## config.mk

```make
export PLATFORM = sky130hd
export DESIGN_NAME = lec_cell
export DESIGN_NICKNAME = d
export VERILOG_FILES = /design/src/rtl/lec_pkg.sv /design/src/rtl/lec_lut.sv /design/src/rtl/lec_carry.sv /design/src/rtl/lec_reg.sv /design/src/rtl/lec_cell.sv
export SDC_FILE = /design/constraint.sdc
export NUM_CORES = 1
export LEC_CHECK = 0
export ABC_AREA = 1
export BUFFER_PORTS_ARGS = -buffer_cell sky130_fd_sc_hd__buf_2
export CAP_MARGIN = 0
export CORE_AREA = 2 2 39 41
export CTS_CLUSTER_DIAMETER = 200
export DETAILED_ROUTE_END_ITERATION = 10
export DIE_AREA = 0 0 41 43
export SETUP_SLACK_MARGIN = 0.05
export SYNTH_ARGS = -nofsm -noshare
export SYNTH_HDL_FRONTEND = slang
export SYNTH_SLANG_ARGS = --single-unit
```

## constraint.sdc

```tcl
create_clock -name clk -period 2.8 [get_ports clk]
set_clock_uncertainty 0.2 [all_clocks]
set_input_delay 0.56 -clock clk [delete_from_list [all_inputs] [get_ports clk]]
set_output_delay 0.56 -clock clk [all_outputs]
set_load 0.02 [all_outputs]
```

## src/rtl/lec_pkg.sv

```systemverilog
package lec_pkg;
  // Output source encoding for each general output select bit
  typedef enum logic {
    SRC_LUT = 1'b0,
    SRC_REG = 1'b1
  } out_src_e;

  // Operand positions inside lut_in for arithmetic mode
  localparam int OP_A_IDX = 0;
  localparam int OP_B_IDX = 1;
endpackage

```

## src/rtl/lec_lut.sv

```systemverilog
module lec_lut #(
  parameter int LUT_K  = 4,
  localparam int MASK_W = 2 ** LUT_K
) (
  input  logic [LUT_K-1:0]  idx,
  input  logic [MASK_W-1:0] mask,
  input  logic              arith,
  input  logic              op_a,
  input  logic              op_b,
  input  logic              cin,
  output logic              res
);
  logic norm_res;
  logic sum_res;

  // Normal mode: the mask is indexed directly by the inputs
  assign norm_res = mask[idx];

  // Arithmetic mode: sum part of the split table
  assign sum_res = op_a ^ op_b ^ cin;

  assign res = arith ? sum_res : norm_res;
endmodule

```

## src/rtl/lec_carry.sv

```systemverilog
module lec_carry (
  input  logic op_a,
  input  logic op_b,
  input  logic cin,
  input  logic arith,
  input  logic lut_res,
  input  logic chain_in,
  input  logic chain_en,
  output logic cout,
  output logic chain_out
);
  logic gen;
  logic prop;

  assign gen  = op_a & op_b;
  assign prop = op_a ^ op_b;

  // Carry part: only active in arithmetic mode
  assign cout = arith & (gen | (cin & prop));

  // Chain: AND with the neighbour when enabled
  assign chain_out = chain_en ? (lut_res & chain_in) : lut_res;
endmodule

```

## src/rtl/lec_reg.sv

```systemverilog
module lec_reg (
  input  logic clk,
  input  logic clr,
  input  logic ena,
  input  logic pack,
  input  logic lut_d,
  input  logic pack_d,
  output logic q
);
  logic d_sel;

  assign d_sel = pack ? pack_d : lut_d;

  always_ff @(posedge clk) begin
    if (clr) begin
      q <= 1'b0;
    end else if (ena) begin
      q <= d_sel;
    end
  end
endmodule

```

## src/rtl/lec_cell.sv

```systemverilog
module lec_cell
  import lec_pkg::*;
#(
  parameter int LUT_K  = 4,
  localparam int MASK_W = 2 ** LUT_K
) (
  input  logic              clk,
  input  logic              clr,
  input  logic              ena,
  input  logic [LUT_K-1:0]  lut_in,
  input  logic              carry_in,
  input  logic              chain_in,
  input  logic              pack_d,
  input  logic [MASK_W-1:0] cfg_mask,
  input  logic              cfg_arith,
  input  logic              cfg_chain_en,
  input  logic              cfg_pack,
  input  logic              cfg_fb,
  input  logic              cfg_sel0,
  input  logic              cfg_sel1,
  output logic              out0,
  output logic              out1,
  output logic              carry_out,
  output logic              chain_out
);
  logic op_a;
  logic op_b;
  logic lut_res;
  logic reg_q;
  logic [1:0] sel_vec;
  logic [1:0] out_vec;

  assign op_a = lut_in[OP_A_IDX];
  assign op_b = cfg_fb ? reg_q : lut_in[OP_B_IDX];

  lec_lut #(.LUT_K(LUT_K)) u_lut (
    .idx   (lut_in),
    .mask  (cfg_mask),
    .arith (cfg_arith),
    .op_a  (op_a),
    .op_b  (op_b),
    .cin   (carry_in),
    .res   (lut_res)
  );

  lec_carry u_carry (
    .op_a      (op_a),
    .op_b      (op_b),
    .cin       (carry_in),
    .arith     (cfg_arith),
    .lut_res   (lut_res),
    .chain_in  (chain_in),
    .chain_en  (cfg_chain_en),
    .cout      (carry_out),
    .chain_out (chain_out)
  );

  lec_reg u_reg (
    .clk    (clk),
    .clr    (clr),
    .ena    (ena),
    .pack   (cfg_pack),
    .lut_d  (lut_res),
    .pack_d (pack_d),
    .q      (reg_q)
  );

  // Independent source selection per general output
  assign sel_vec = {cfg_sel1, cfg_sel0};

  for (genvar g = 0; g < 2; g++) begin : g_out
    assign out_vec[g] = (out_src_e'(sel_vec[g]) == SRC_REG) ? reg_q : lut_res;
  end

  assign out0 = out_vec[0];
  assign out1 = out_vec[1];
endmodule

```

==> results.sh, run 1 <==
export IMPL_final_hold_violation_count=0
export IMPL_drt_iter0_markers=5
export IMPL_crit_arrival_ps=1930
export IMPL_crit_buf_inv=3
export IMPL_dr_pass1_iters=4
export IMPL_grt_max_degree=10
export IMPL_design_area_um2=573
export IMPL_drv_cap=0
export IMPL_cpPeakStageDelay_ps=420
export IMPL_fmax_mhz=372
export IMPL_io_pins=36
export IMPL_path_max_fanout=3
export IMPL_fp_row_count=14
export IMPL_antenna_cells=0
export IMPL_ir_drop_mv=0.0654
export IMPL_syn_to_final_growth_pct=79.6
export IMPL_die_area_mm2=0.00176
export IMPL_wirelength_um=985
export IMPL_hold_buffers=0
export IMPL_fp_dieW_um=41
export IMPL_worst_slew_pin_transition_ps=182
export IMPL_start_util_pct=23.1
export IMPL_hpwl_um=862
export IMPL_most_common_layout_cells="buf_2 (31), nand2_1 (25), nand3_1 (13)"
export IMPL_final_antenna_net_count=0
export IMPL_antenna_found_initial=0
export IMPL_rsz0062_at_grt="yes"
export IMPL_port_buffers=35
export IMPL_vias=497
export IMPL_fillerInstances=145
export IMPL_cp_end_kind="primary output"
export IMPL_yosysSeqAreaShare_pct=6.27
export IMPL_syn_area_um2=319
export IMPL_worstSetupPathType="in -> out"
export IMPL_powerDensity_mw_per_mm2=199
export IMPL_layout_drive_gt1_share_pct=48.0
export IMPL_vias_per_cell=4.28
export IMPL_netlist_top_cells_area="nand2_1 (29%), nand3_1 (20%), inv_1 (9.4%)"
export IMPL_design_core_area_mm2=0.00138
export IMPL_setup_viol=0
export IMPL_ys_ff_latch=1
export IMPL_avgSynthCellArea_um2=5.15
export IMPL_clk_latency_ps=0
export IMPL_synth_top_cell_by_area="nand2_1"
export IMPL_track_usage_pct=11.8
export IMPL_nNetsFinal=135
export IMPL_gp_congestion=0.746
export IMPL_path_cells="buf_6 > inv_4 > nor2_2 > a21oi_2 > fa_1 > or2_4 > a21boi_4 > o21ai_1 > buf_4"
export IMPL_slew_violations=0
export IMPL_regMostFlops="u_reg.q"
export IMPL_seq_area_um2=20.0
export IMPL_clk_pin_slew_worst_paths_ps=0
export IMPL_multi_input_area_um2=267
export IMPL_drc_errors=0
export IMPL_grt_first_pass_wirelength_um=1560
export IMPL_synth_warning_count=0
export IMPL_largest_register_ffs=1
export IMPL_p_leak_nw=0.343
export IMPL_wl_per_cell_um=8.49
export IMPL_final_common_cell="buf_2"
export IMPL_final_util_pct=41.4
export IMPL_worstPathRequired_ps=2040
export IMPL_post_route_min_period_ps=2690
export IMPL_cp_start_kind="input pin"
export IMPL_maxSlewHeadroom_pct=87.9
export IMPL_crit_family="adder cells"
export IMPL_synth_cell_types=14
export IMPL_top_regs="u_reg.q x1"
export IMPL_syn_nets=95
export IMPL_overflow=0
export IMPL_fin_crit_sh_pct=96.0
export IMPL_grt_pass1_vias=406
export IMPL_critPathSlowestCell="fa_1"
export IMPL_dpl_cell_area_um2=529
export IMPL_status="completed"
export IMPL_die_y_um=43
export IMPL_hp_class="reg -> reg"
export IMPL_synthCells=62
export IMPL_netlist_area_leader_share_pct=29.4
## timing repair
item | 4_1_cts | 5_1_grt
gates resized for setup | 5 | 6
buffers inserted | 0 | 1
setup endpoints to repair | 3 | 3
pin swaps | 3 | 3
## report_power, final
part	total [W]	internal [W]	switching, W	leakage [nW]
combinational	0.0000968	0.0000497	0.0000471	0.335
sequential	0.0000171	0.0000156	0.00000151	0.00825
clock	0	0	0	0
total	0.000114	0.0000654	0.0000486	0.343
## stage by stage
step	setup slack (ps)	std cells	TNS (ps)	power, W	hold slack [ps]
2_1_floorplan	-4.03	62	-8.06	0.0000651	276
3_3_place_gp	-34.3	115	-78.6	0.000100	318
3_5_place_dp	-81.2	115	-212	0.000102	322
4_1_cts	51.3	115	0	0.000108	338
5_1_grt	24.4	116	0	0.000126	348
6_report	113	116	0	0.000114	329
## final timing paths
check | start | endpoint | slack [ps] | cells past startpoint
setup reg to reg | u_reg.q$_SDFFE_PP0P_ | u_reg.q$_SDFFE_PP0P_ | 1140 | 6
setup / recovery | lut_in[1] | out0 | 110 | 9
hold reg to reg | u_reg.q$_SDFFE_PP0P_ | u_reg.q$_SDFFE_PP0P_ | 330 | 2
hold / removal | u_reg.q$_SDFFE_PP0P_ | u_reg.q$_SDFFE_PP0P_ | 330 | 2
## synthesized netlist by cell type, drive strengths merged
cell,number
nor2,4
buf,1
inv,9
nand3,13
or2,1
fa,1
a21oi,3
a21boi,1
dfxtp,1
nand2,26
o21ai,2
## metal layers
layer | vias to the layer above | global-route usage (%) | routed length [um]
met3 | 0 | 0 | 89
met5 | - | 0 | 0
li1 | 272 | - | -
met4 | 0 | 0 | 0
met1 | 205 | 16.0 | 410
met2 | 20 | 21.3 | 485
## cell families after synthesis
logic type / share of synthesized area [%]
compound gates: 12.5
fa+ha+maj: 6.27
buf+inv: 16.5
flops: 6.27
simple gates: 58.4
## cell type report
type / instances / area share (%)
well taps: 16 / 3.49
multi-input cells: 51 / 46.5
inverters: 9 / 7.64
flip-flops and latches: 1 / 3.49
repair buffers: 39 / 38.9
## worst min-delay path: stages, from the launching register on
cell     delay, ps
dfxtp_1        330
nand2_1        100
a21oi_2         50
No activity file was read; power rests on OpenSTA's default activity.
==> inputs of run 2 (changes only) <==
- clock period: 2.8 -> 2.3 ns (I/O delays scaled with it)
==> results.sh, run 2 (same netlist as run 1, synthesis figures left out) <==
export IMPL_status="finished with violations"
export IMPL_violations="setup timing"
export IMPL_clk_pin_slew_worst_paths_ps=0
export IMPL_track_usage_pct=12.2
export IMPL_port_buffers=35
export IMPL_fp_dieW_um=41
export IMPL_min_to="u_reg.q$_SDFFE_PP0P_"
export IMPL_finalWorstSetupSlack_ps=-191
export IMPL_cp_end_kind="primary output"
export IMPL_vias=509
export IMPL_wl_met2_um=487
export IMPL_fp_row_count=14
export IMPL_crit_arrival_ps=1830
export IMPL_start_util_pct=23.1
export IMPL_p_total_w=0.000159
export IMPL_drv_cap=0
export IMPL_hpwl_um=878
export IMPL_hp_class="in -> reg"
export IMPL_final_antenna_net_count=0
export IMPL_worstSetupPathType="in -> out"
export IMPL_final_hold_violation_count=0
export IMPL_r2r_end="u_reg.q$_SDFFE_PP0P_"
export IMPL_die_area_mm2=0.00176
export IMPL_wl_per_cell_um=8.16
export IMPL_layout_drive_gt1_share_pct=50.5
export IMPL_hold_buffers=0
export IMPL_dpl_cell_area_um2=597
export IMPL_path_max_fanout=3
export IMPL_rsz0062_at_grt="yes"
export IMPL_ff2ff_setup_slack_ps=680
export IMPL_powerDensity_mw_per_mm2=247
export IMPL_cts_setup_buffers=0
export IMPL_routed_top_layer="met3"
export IMPL_cp_start_kind="input pin"
export IMPL_vias_per_cell=4.35
export IMPL_top_regs="u_reg.q x1"
export IMPL_fin_crit_sh_pct=108
export IMPL_gp_congestion=0.722
export IMPL_wl_met3_um=80
export IMPL_io_pins=36
export IMPL_drc_errors=0
export IMPL_grt_pass1_vias=497
export IMPL_design_core_area_mm2=0.00138
export IMPL_overflow=0
export IMPL_regMostFlops="u_reg.q"
export IMPL_final_common_cell="buf_2"
export IMPL_reg2regPathDepth=6
export IMPL_grt_first_pass_wirelength_um=1650
export IMPL_p_leak_nw=0.365
export IMPL_wirelength_um=955
export IMPL_ir_drop_mv=0.0828
export IMPL_nNetsFinal=136
export IMPL_fmax_mhz=402
export IMPL_drt_iter0_markers=6
export IMPL_post_route_min_period_ps=2490
export IMPL_antenna_found_initial=0
export IMPL_setup_tns_ps=-556
export IMPL_clk_latency_ps=0
export IMPL_worstPathRequired_ps=1640
export IMPL_hold_start="clr"
export IMPL_largest_register_ffs=1
export IMPL_design_area_um2=642
export IMPL_antenna_cells=0
export IMPL_most_common_layout_cells="buf_2 (31), nand2_1 (25), nand3_1 (13)"
export IMPL_maxSlewHeadroom_pct=83.6
export IMPL_timing_rr_start="u_reg.q$_SDFFE_PP0P_"
export IMPL_dr_pass1_iters=3
export IMPL_setup_viol=3
export IMPL_min_path_cells=2
export IMPL_slew_violations=0
export IMPL_drt_met1_wl_um=387
export IMPL_die_y_um=43
export IMPL_worst_slew_pin_transition_ps=245
export IMPL_grt_max_degree=9
export IMPL_syn_to_final_growth_pct=101
[run 2: power by group]
part | total, W | switching, W | internal [W]
clock | 0 | 0 | 0
combinational | 0.000138 | 0.0000667 | 0.0000718
sequential | 0.0000202 | 0.00000113 | 0.0000190
[run 2: cell type report]
type                       count  area, um2
sequential                     1       20.0
multi-input combinational     51        302
inverter                       9       53.8
timing repair buffer          40        246
tap                           16       20.0
fill                         147        742
[run 2: through the flow]
stage	hold slack, ps	worst slack [ps]	std cells	util, %
after floorplan	276	-73.3	62	-
after global placement	420	-347	117	43.1
after detailed placement	420	-371	117	43.1
after CTS	422	-215	117	46.0
after global routing	432	-266	117	46.4
final	420	-191	117	46.4
[run 2: worst max path at each step]
stage / start / end / cells past startpoint
3_3_place_gp: lut_in[1] / out0 / 9
4_1_cts: lut_in[1] / out1 / 9
2_1_floorplan: lut_in[1] / out0 / 7
3_5_place_dp: lut_in[1] / out0 / 9
6_report: lut_in[1] / out1 / 9
5_1_grt: lut_in[1] / out1 / 9
[run 2: repair_timing]
item	CTS	global route
gates cloned	0	0
setup endpoints to repair	3	3
pin swaps	3	2
resized for setup	12	1
[run 2: critical path, cell delays in order]
cell and delay (ps):
buf_12 90, inv_12 30, nor2_4 90, a21oi_2 40, fa_1 460, or2_4 240
a21boi_4 160, o21ai_4 130, buf_6 130
[run 2: metal layers]
metal | track usage, % | vias to the layer above
met5 | 0 | -
met2 | 24.7 | 18
met1 | 13.3 | 217
li1 | - | 274
met4 | 0 | 0
met3 | 0.524 | 0
